===== src/rtl/fifo_chain_pkg.sv =====
package fifo_chain_pkg;
  typedef enum logic {
    WRAP_WR = 1'b0,
    WRAP_RD = 1'b1
  } wrap_tag_e;

  function automatic int half_level(input int depth);
    return depth / 2;
  endfunction
endpackage


===== src/rtl/chain_slice_ram.sv =====
module chain_slice_ram #(
  parameter int WIDTH = 8,
  parameter int DEPTH = 8,
  localparam int AW = (DEPTH > 1) ? $clog2(DEPTH) : 1
) (
  input  logic             clk,
  input  logic             we,
  input  logic [AW-1:0]    waddr,
  input  logic [WIDTH-1:0] wdata,
  input  logic             re,
  input  logic [AW-1:0]    raddr,
  output logic [WIDTH-1:0] rdata
);
  logic [WIDTH-1:0] mem [DEPTH];

  always_ff @(posedge clk) begin
    if (we) mem[waddr] <= wdata;
    if (re) rdata <= mem[raddr];
  end
endmodule


===== src/rtl/chain_token.sv =====
module chain_token (
  input  logic clk,
  input  logic rst_n,
  input  logic solo_mode,
  input  logic start_held,
  input  logic grant,
  input  logic give_up,
  output logic held
);
  always_ff @(posedge clk or negedge rst_n) begin
    if (!rst_n)         held <= start_held | solo_mode;
    else if (solo_mode) held <= 1'b1;
    else if (grant)     held <= 1'b1;
    else if (give_up)   held <= 1'b0;
  end
endmodule


===== src/rtl/chain_slice.sv =====
module chain_slice
  import fifo_chain_pkg::*;
#(
  parameter int WIDTH = 8,
  parameter int DEPTH = 8,
  localparam int AW = (DEPTH > 1) ? $clog2(DEPTH) : 1,
  localparam int CW = $clog2(DEPTH + 1),
  localparam logic [AW-1:0] LAST = AW'(DEPTH - 1)
) (
  input  logic             clk,
  input  logic             rst_n,
  input  logic             solo_mode,
  input  logic             first_load_n,
  input  logic             xin_pulse,
  input  logic             xin_tag,
  input  logic             wr_en,
  input  logic [WIDTH-1:0] wr_data,
  input  logic             rd_en,
  output logic [WIDTH-1:0] rd_data,
  output logic             rd_valid,
  output logic             full,
  output logic             empty,
  output logic             half_full,
  output logic             xout_pulse,
  output logic             xout_tag,
  output logic             has_wr_tok,
  output logic             has_rd_tok
);
  function automatic logic [AW-1:0] bump(input logic [AW-1:0] p);
    return (p == LAST) ? '0 : p + 1'b1;
  endfunction

  logic [AW-1:0] wptr, rptr;
  logic [CW-1:0] cnt;
  logic wr_fire, rd_fire, wr_pass, rd_pass, grant_wr, grant_rd;

  assign full    = (cnt == CW'(DEPTH));
  assign empty   = (cnt == '0);
  assign wr_fire = has_wr_tok && wr_en && !full;
  assign rd_fire = has_rd_tok && rd_en && !empty;
  assign wr_pass = wr_fire && (wptr == LAST) && !solo_mode;
  assign rd_pass = rd_fire && (rptr == LAST) && !solo_mode;
  assign grant_wr = xin_pulse && !solo_mode && (wrap_tag_e'(xin_tag) == WRAP_WR);
  assign grant_rd = xin_pulse && !solo_mode && (wrap_tag_e'(xin_tag) == WRAP_RD);
  assign xout_pulse = wr_pass || rd_pass;
  assign xout_tag   = rd_pass ? logic'(WRAP_RD) : logic'(WRAP_WR);
  assign half_full  = solo_mode && (int'(cnt) > half_level(DEPTH));

  chain_token u_wr_tok (
    .clk(clk), .rst_n(rst_n), .solo_mode(solo_mode), .start_held(!first_load_n),
    .grant(grant_wr), .give_up(wr_pass), .held(has_wr_tok)
  );
  chain_token u_rd_tok (
    .clk(clk), .rst_n(rst_n), .solo_mode(solo_mode), .start_held(!first_load_n),
    .grant(grant_rd), .give_up(rd_pass), .held(has_rd_tok)
  );

  chain_slice_ram #(.WIDTH(WIDTH), .DEPTH(DEPTH)) u_ram (
    .clk(clk), .we(wr_fire), .waddr(wptr), .wdata(wr_data),
    .re(rd_fire), .raddr(rptr), .rdata(rd_data)
  );

  always_ff @(posedge clk or negedge rst_n) begin
    if (!rst_n) begin
      wptr     <= '0;
      rptr     <= '0;
      cnt      <= '0;
      rd_valid <= 1'b0;
    end else begin
      if (wr_fire) wptr <= bump(wptr);
      if (rd_fire) rptr <= bump(rptr);
      cnt      <= cnt + CW'(wr_fire) - CW'(rd_fire);
      rd_valid <= rd_fire;
    end
  end

  assert_count_bound_R3: assert property (@(posedge clk) disable iff (!rst_n)
    int'(cnt) <= DEPTH);
  assert_full_holds_R3: assert property (@(posedge clk) disable iff (!rst_n)
    (full && !(rd_en && has_rd_tok)) |=> full);
  assert_no_dual_wrap_R7: assert property (@(posedge clk) disable iff (!rst_n)
    !(wr_pass && rd_pass));
  assert_wr_drop_R7: assert property (@(posedge clk) disable iff (!rst_n)
    wr_pass |=> !has_wr_tok);
  assert_rd_drop_R7: assert property (@(posedge clk) disable iff (!rst_n)
    rd_pass |=> !has_rd_tok);
  assert_solo_quiet_R8: assert property (@(posedge clk) disable iff (!rst_n)
    solo_mode |-> !xout_pulse);
  assert_half_chain_R9: assert property (@(posedge clk) disable iff (!rst_n)
    !solo_mode |-> !half_full);
endmodule


===== src/rtl/fifo_chain_top.sv =====
module fifo_chain_top #(
  parameter int WIDTH  = 8,
  parameter int DEPTH  = 8,
  parameter int SLICES = 3
) (
  input  logic             clk,
  input  logic             rst_n,
  input  logic             wr_en,
  input  logic [WIDTH-1:0] wr_data,
  input  logic             rd_en,
  output logic [WIDTH-1:0] rd_data,
  output logic             rd_valid,
  output logic             full,
  output logic             empty,
  output logic             half_full
);
  localparam logic SOLO = (SLICES == 1);

  logic [WIDTH-1:0] s_data [SLICES];
  logic [SLICES-1:0] s_valid, s_full, s_empty, s_half, s_xo, s_xo_tag, wr_tok_v, rd_tok_v;

  for (genvar i = 0; i < SLICES; i++) begin : g_slice
    localparam int PREV = (i == 0) ? SLICES - 1 : i - 1;
    chain_slice #(.WIDTH(WIDTH), .DEPTH(DEPTH)) u_slice (
      .clk(clk), .rst_n(rst_n), .solo_mode(SOLO),
      .first_load_n((i == 0) ? 1'b0 : 1'b1),
      .xin_pulse(s_xo[PREV]), .xin_tag(s_xo_tag[PREV]),
      .wr_en(wr_en), .wr_data(wr_data), .rd_en(rd_en),
      .rd_data(s_data[i]), .rd_valid(s_valid[i]),
      .full(s_full[i]), .empty(s_empty[i]), .half_full(s_half[i]),
      .xout_pulse(s_xo[i]), .xout_tag(s_xo_tag[i]),
      .has_wr_tok(wr_tok_v[i]), .has_rd_tok(rd_tok_v[i])
    );
  end

  always_comb begin
    rd_data = '0;
    for (int i = 0; i < SLICES; i++)
      if (s_valid[i]) rd_data = rd_data | s_data[i];
  end

  assign rd_valid  = |s_valid;
  assign full      = &s_full;
  assign empty     = &s_empty;
  assign half_full = s_half[0];

  assert_one_wr_tok_R6: assert property (@(posedge clk) disable iff (!rst_n)
    $countones(wr_tok_v) == 1);
  assert_one_rd_tok_R6: assert property (@(posedge clk) disable iff (!rst_n)
    $countones(rd_tok_v) == 1);
  assert_one_reader_R2: assert property (@(posedge clk) disable iff (!rst_n)
    $onehot0(s_valid));
  assert_flag_excl_R4: assert property (@(posedge clk) disable iff (!rst_n)
    !(full && empty));
  assert_rd_valid_R5: assert property (@(posedge clk) disable iff (!rst_n)
    rd_valid |-> ($past(rd_en) && !$past(empty)));
endmodule


===== config.mk =====
export PLATFORM = sky130hd
export DESIGN_NAME = fifo_chain_top
export DESIGN_NICKNAME = d
export VERILOG_FILES = /design/src/rtl/fifo_chain_pkg.sv /design/src/rtl/chain_slice_ram.sv /design/src/rtl/chain_token.sv /design/src/rtl/chain_slice.sv /design/src/rtl/fifo_chain_top.sv
export SDC_FILE = /design/constraint.sdc
export NUM_CORES = 1
export LEC_CHECK = 0
export CORE_UTILIZATION = 58
export CTS_BUF_LIST = sky130_fd_sc_hd__clkbuf_4
export DETAILED_ROUTE_END_ITERATION = 10
export GPL_ROUTABILITY_DRIVEN = 0
export PLACE_DENSITY = 0.78
export SYNTH_ARGS = -nofsm -noshare
export SYNTH_HDL_FRONTEND = slang
export SYNTH_SLANG_ARGS = --single-unit

===== constraint.sdc =====
create_clock -name clk -period 2.69 [get_ports clk]
set_input_delay 0.4035 -clock clk [delete_from_list [all_inputs] [get_ports clk]]
set_output_delay 0.4035 -clock clk [all_outputs]
set_load 0.005 [all_outputs]

# == Yosys cells after proc, flatten, opt, wreduce, memory -nomap -nowiden ==
# Memory sizes are Yosys's and may differ from the RTL's. A register that Yosys moved wholly into a read port is not among the register bits.
# Index checks and enable logic that the tools add are counted.
# op_classes
n_addsub,12
eq_ne,9
n_mux,30
bitwise,5
reduce_logical,45
# ops
operator,n
$logic_and A1 B1 Y1,24
$mux W8,3
$mux W1,21
$add A3 B1 Y3 const B,6
$eq A3 B3 Y1 const B,6
$mux W3,6
$or A8 B8 Y8,2
$add A4 B1 Y4,3
$eq A4 B4 Y1 const B,3
$logic_not A4 Y1,3
$reduce_bool A2 Y1,6
$sub A4 B1 Y4,3
$logic_not A1 Y1,6
$reduce_and A3 Y1,2
$logic_or A1 B1 Y1,3
$not A1 Y1,3
$reduce_or A3 Y1,1
# totals
register_bits,39
mem_bits_rw,192
input_bits,12
output_inout_bits,12
elab_cells,122
n_memories,3
# mem_list
memory,depth,width,rd,rd_clocked_by_memory_dff,wr,line,source
g_slice[0].u_slice.u_ram.mem,8,8,1,1,1,chain_slice_ram.sv:14,logic [WIDTH-1:0] mem [DEPTH];
g_slice[1].u_slice.u_ram.mem,8,8,1,1,1,chain_slice_ram.sv:14,
g_slice[2].u_slice.u_ram.mem,8,8,1,1,1,chain_slice_ram.sv:14,

# == Depth between registers and ports, before layout ==
# Gate-level depths: netlist of the first run.
# logic_depth
word_depth,8
depth_mapped,9
mapped_depth_nobuf,9

# == Worst setup path after synthesis of the first run ==
# No wires, ideal clock.
# synth_timing
path_kind,reg2reg
startpoint,register g_slice[2].u_slice.cnt[2]
endpoint,register g_slice[2].u_slice.cnt[2]
setup_time_ps,123
arrival_ps,2366
required_time_ps,2567
setup_slack_ps,202
path_stages_with_launch,10
path_buffers,0
synth_period_minus_slack_ps,2488
cell_sequence,dfrtp_1 inv_1 ha_1 a21oi_1 ha_1 inv_1 ha_1 inv_1 fa_1 xnor2_1
# synth_between
elab_cells_between_ends,8
cone_classes,2 x add/sub; 1 x eq/ne; 5 x reduce/logical
# synth_rtl
element,line,source
"start, declared",chain_slice.sv:34,logic [CW-1:0] cnt;
"start signal, assigned",chain_slice.sv:72,cnt <= cnt + CW'(wr_fire) - CW'(rd_fire);
$logic_not A4 Y1,chain_slice.sv:38,assign empty = (cnt == '0);
$logic_not A1 Y1,chain_slice.sv:40,assign rd_fire = has_rd_tok && rd_en && !empty;
$logic_and A1 B1 Y1,chain_slice.sv:40,
named net g_slice[2].u_slice.rd_fire,chain_slice.sv:35,"logic wr_fire, rd_fire, wr_pass, rd_pass, grant_wr, grant_rd;"
$sub A4 B1 Y4,chain_slice.sv:72,
# The timed path passes the listed nets, and every way through them passes these cells.
# A chain may end at the register's enable or synchronous reset.

# == Worst setup path after layout of the first run ==
# layout_timing
startpoint,register g_slice[0].u_slice.cnt[2]
endpoint,output full
# layout_between
elab_chain_len,2
# layout_rtl
element,line,source
"start, declared",chain_slice.sv:34,
"start signal, assigned",chain_slice.sv:72,
$eq A4 B4 Y1,chain_slice.sv:37,assign full = (cnt == CW'(DEPTH));
$reduce_and A3 Y1,fifo_chain_top.sv:43,assign full = &s_full;
"end, declared",fifo_chain_top.sv:13,"output logic full,"
# No other way between the ends.

==> metrics.md, run 1 <==
| Metric | Value |
|---|---|
| Outcome | completed |
| CP max stage delay | 510 ps |
| Power Total | 12,400 uW |
| Overall die height | 137 um |
| Master of the slowest instance on the critical path | clkdlybuf4s50_1 |
| Die boundary width | 137 um |
| Fraction of final layout cells sized beyond drive strength 1 | 30.3% |
| Average wire length per cell after detail routing | 21.7 um |
| Max transition margin | 37.2% |
| Layout Area Growth over Synthesis | 13.2% |
| Max Freq | 399 MHz |
| Final standard cell utilization of the core | 68.2% |
| Number of global-route vias before repair | 5,618 |
| Count of unique library cells instantiated by Yosys | 39 |
| Synthesized-area fraction occupied by ao, oa, aoi and oai cells | 1.85% |
| Maximum count of clock buffers along a single path | 3 |
| Final cycle utilization of the critical path | 93.2% |
| Clock period minus final worst setup slack | 2510 ps |
| Total Nets Final | 684 |
| Clock Skew | 40.2 ps |
| Crit path cell chain | inv_1 -> ha_1 -> nand3_1 -> nor2_1 -> clkdlybuf4s50_1 |
| Clock H-tree levels | 2 |
| Layout Cell Area excl Fill | 12,000 sq um |
| Overflow after GRT | 0 |
| Final WL | 19.7 mm |
| Nets in the synthesized netlist | 583 |
| Largest family of logic cells by synthesized area | multiplexers |
| Average vias per placed instance | 5.78 |
| Number of hold-slack violations in the final timing report | 0 |
| Power spent charging and discharging nets | 3640 uW |
| Post-Syn Instances | 539 |
| Share of synthesized cell area in full adder, half adder and majority cells | 4.00% |
| Fraction of synthesized area in multiplexers | 16.5% |
| Share of the yosys chip area belonging to registers | 70.7% |
| Max-cap violations | 0 |
| Summed negative setup slack over all endpoints | 0 ps |
| Standard cell core area | 17,500 sq um |
| I/O Buffers | 22 |
| Maximum number of pins on one net before global-route repair | 40 |
| Average footprint of a synthesized cell | 19.6 sq um |
| First drt pass iteration count | 5 |
| Lkg Pwr | 0.00447 uW |
| Die area | 18,800 sq um |
| First-pass GRT wire length | 30.7 mm |
| Drc violations | 0 |
| Synth Register Bits | 255 |
| N_diodes | 0 |
| Number of buffers added by the clock tree synthesis step | 60 |
| Placed inst area | 11,200 sq um |
| Worst Max-Slew Pin Slew | 939 ps |
| Crit path capture type | primary output |
| Initial drt markers | 464 |
| Number of antenna violations at the first check in global routing | 0 |
| Critical path class | reg -> out |
| Sink count of the clock tree | 255 |
| Gate power share | 28.9% |
| Number of instances resized during post-cts repair | 0 |
| Routed Antenna Nets | 0 |
| Clock Pin Slew Worst Setup and Hold Paths | 70 ps |
| Library cell used as clock root buffer | clkbuf_4 |
| TritonCTS clock tree | yes |
| Initial Util | 60.2% |
| XOR/XNOR Fraction of Synth Area | 0.498% |
| Worst path arrival time | 2100 ps |
| Ys Warns | 0 |
| Max-slew violation count | 0 |
| Clk network pwr share | 24.9% |
| Number of placed instances with taps included | 802 |
| Cell family with the largest share of critical-path delay | buffers and inverters |
| Power per unit of standard cell area | 1040 nW/um^2 |
| Reg power frac | 46.3% |
| HPWL after detailed placement | 12.7 mm |
| Clock latency reported for the late side of the worst-skew pair | 680 ps |
| Area of the mapped netlist | 10,600 sq um |
| Number of ports placed on the die boundary | 24 |
| Total number of vias | 5,258 |
| WP buf/inv | 2 |
| IR Drop Worst-Case VDD | 0.641 mV |
| Sw Share | 29.4% |
| Area share of and/or/nand/nor cells after synthesis | 3.77% |
| Setup violation total in the final timing report | 0 |
| Number of placement rows | 48 |
| RSZ-0062 raised after global routing | false |
| Class of the most critical hold timing path | in -> async |
| Final cell count without fillers | 909 |
| Crit path launch type | flop |
| Largest fanout of any net on the critical path | 3 |
| Req. time, crit path | 2290 ps |
| Total routing resource utilization after global routing | 22.5% |
| Internal power contribution | 8750 uW |
==> metal layers <==
layer | wire length [um] | vias to the layer above | share of wire (%) | GRT usage (%)
met4 | 413 | 0 | 2.1 | 9.16
met2 | 9610 | 165 | 49 | 36.0
met1 | 8590 | 2662 | 44 | 30.6
met5 | 0 | - | 0 | 0
met3 | 1070 | 30 | 5.4 | 4.63
li1 | - | 2401 | - | -
==> metrics by stage <==
| stage | setup WS [ps] | hold WS, ps |
|---|---|---|
| after floorplan | 202 | 108 |
| after global placement | 308 | 493 |
| after detailed placement | 149 | 511 |
| after CTS | 143 | 397 |
| after global routing | 21.6 | 472 |
| final | 182 | 408 |
==> cell usage in the layout, fill, tap and decap left out, drive strengths merged <==
cell type | netlist | final
a21o | 5 | 5
a21oi | 8 | 8
a222oi | 8 | 8
a32o | 1 | 1
and3 | 1 | 1
buf | 14 | 37
bufinv | 0 | 1
clkbuf | 6 | 93
clkdlybuf4s50 | 0 | 21
clkinv | 0 | 12
conb | 1 | 1
dfrtp | 37 | 37
dfstp | 2 | 2
dlygate4sd3 | 0 | 1
edfxtp | 216 | 216
fa | 3 | 3
ha | 29 | 29
inv | 33 | 33
mux2 | 43 | 43
mux4 | 48 | 48
nand2 | 6 | 6
nand2b | 7 | 7
nand3 | 11 | 11
nand4 | 5 | 5
nor2 | 20 | 20
nor2b | 6 | 6
nor3 | 12 | 12
nor4 | 3 | 3
o21ai | 1 | 1
o21bai | 1 | 1
o22ai | 1 | 1
o2bb2ai | 1 | 1
or3 | 1 | 1
or3b | 3 | 3
xnor2 | 2 | 2
xor2 | 4 | 4
==> worst paths after layout <==
kind	startpoint	end	slack, ps	cells past startpoint
max	g_slice[0].u_slice.cnt[2]	full	180	5
min	rst_n	g_slice[2].u_slice.cnt[2]	410	2
max reg2reg	g_slice[1].u_slice.cnt[2]	g_slice[1].u_slice.cnt[2]	390	8
min reg2reg	g_slice[0].u_slice.u_rd_tok.held	g_slice[0].u_slice.u_rd_tok.held	520	2
max in group asynchronous	rst_n	g_slice[2].u_slice.wptr[0]	1670	2
min in group clk	g_slice[0].u_slice.u_rd_tok.held	g_slice[0].u_slice.u_rd_tok.held	520	2
==> worst register-to-register path: cells and delay by family (launching register included) <==
kind          cells  cell delay, ps
buf+inv           2             160
xor+xnor          1             170
flops             1             370
simple gates      2             700
fa+ha+maj         3             780
==> timing repair <==
| item | in CTS | in global routing |
|---|---|---|
| hold endpoints to repair | 37 | 0 |
| hold buffers | 1 | 0 |
| buffers inserted | 0 | 0 |
==> synthesized netlist by cell type <==
cell	n	share of area [%]
conb_1	1	0.036
mux4_2	24	5.1
fa_1	3	0.57
a21oi_1	8	0.38
buf_2	4	0.19
dfstp_2	2	0.50
mux2_4	24	3.4
xnor2_1	2	0.17
dfrtp_1	37	8.8
a32o_1	1	0.095
o22ai_1	1	0.059
buf_4	1	0.071
buf_12	3	0.57
o21ai_0	1	0.047
nor2_1	20	0.71
o2bb2ai_1	1	0.083
mux2_2	19	2.0
nand3_1	8	0.38
edfxtp_1	216	61
clkbuf_1	6	0.21
nor2b_1	6	0.36
or3_1	1	0.059
inv_1	33	1.2
buf_1	3	0.11
nand4_1	5	0.30
nor3_1	12	0.57
ha_1	29	3.4
mux4_1	24	6.0
xor2_1	4	0.33
buf_6	3	0.32
nand2_1	6	0.21
nor4_1	3	0.18
and3_1	1	0.059
o21bai_1	1	0.071
nand2b_1	7	0.41
nand3_2	3	0.28
a21o_1	5	0.36
a222oi_1	8	0.76
or3b_2	3	0.25
==> layout make-up <==
class / instances / area (sq um)
clock inverters: 13 / 76.3
inverters: 33 / 124
fillers: 1125 / 5580
flip-flops and latches: 255 / 7460
multi-input cells: 231 / 2820
well taps: 225 / 282
clock buffers: 93 / 698
repair buffers: 59 / 495
==> registers in the layout, indices dropped and copies added (netlist names) <==
| signal | cells |
|---|---|
| g_slice.u_slice.wptr | 9 |
| g_slice.u_slice.u_ram.mem | 192 |
| g_slice.u_slice.rd_valid | 3 |
| g_slice.u_slice.u_rd_tok.held | 3 |
| g_slice.u_slice.cnt | 12 |
| g_slice.u_slice.rptr | 9 |
| g_slice.u_slice.u_wr_tok.held | 3 |
| g_slice.u_slice.u_ram.rdata | 24 |
==> cell families after synthesis <==
kind of cell / count (synthesis)
DFF: 255
muxes: 91
and+or+nand+nor: 75
buffers and inverters: 53
adders and majority gates: 32
AOI/OAI and AO/OA: 26
xor gates and xnor gates: 6
other: 1
==> power groups by stage <==
stage          Sequential, uW  Combinational (uW)  Clock, uW
4_1_cts                  5740                3620       3150
2_1_floorplan            5390                2960          0
6_report                 5730                3570       3080
5_1_grt                  5810                3890       3350
3_5_place_dp             5820                3600          0
3_3_place_gp             5760                3410          0
(Power assumes the default switching activity.)
==> inputs of run 2 (changes only) <==
- CTS_CLUSTER_DIAMETER: unset -> 150
==> results of run 2 <==
The final DEF is identical to that of run 1; final timing and power are the same.
==> inputs of run 3 (changes only) <==
- SKIP_LAST_GASP: unset -> 1
==> results of run 3 <==
The final DEF is identical to that of run 1; final timing and power are the same.
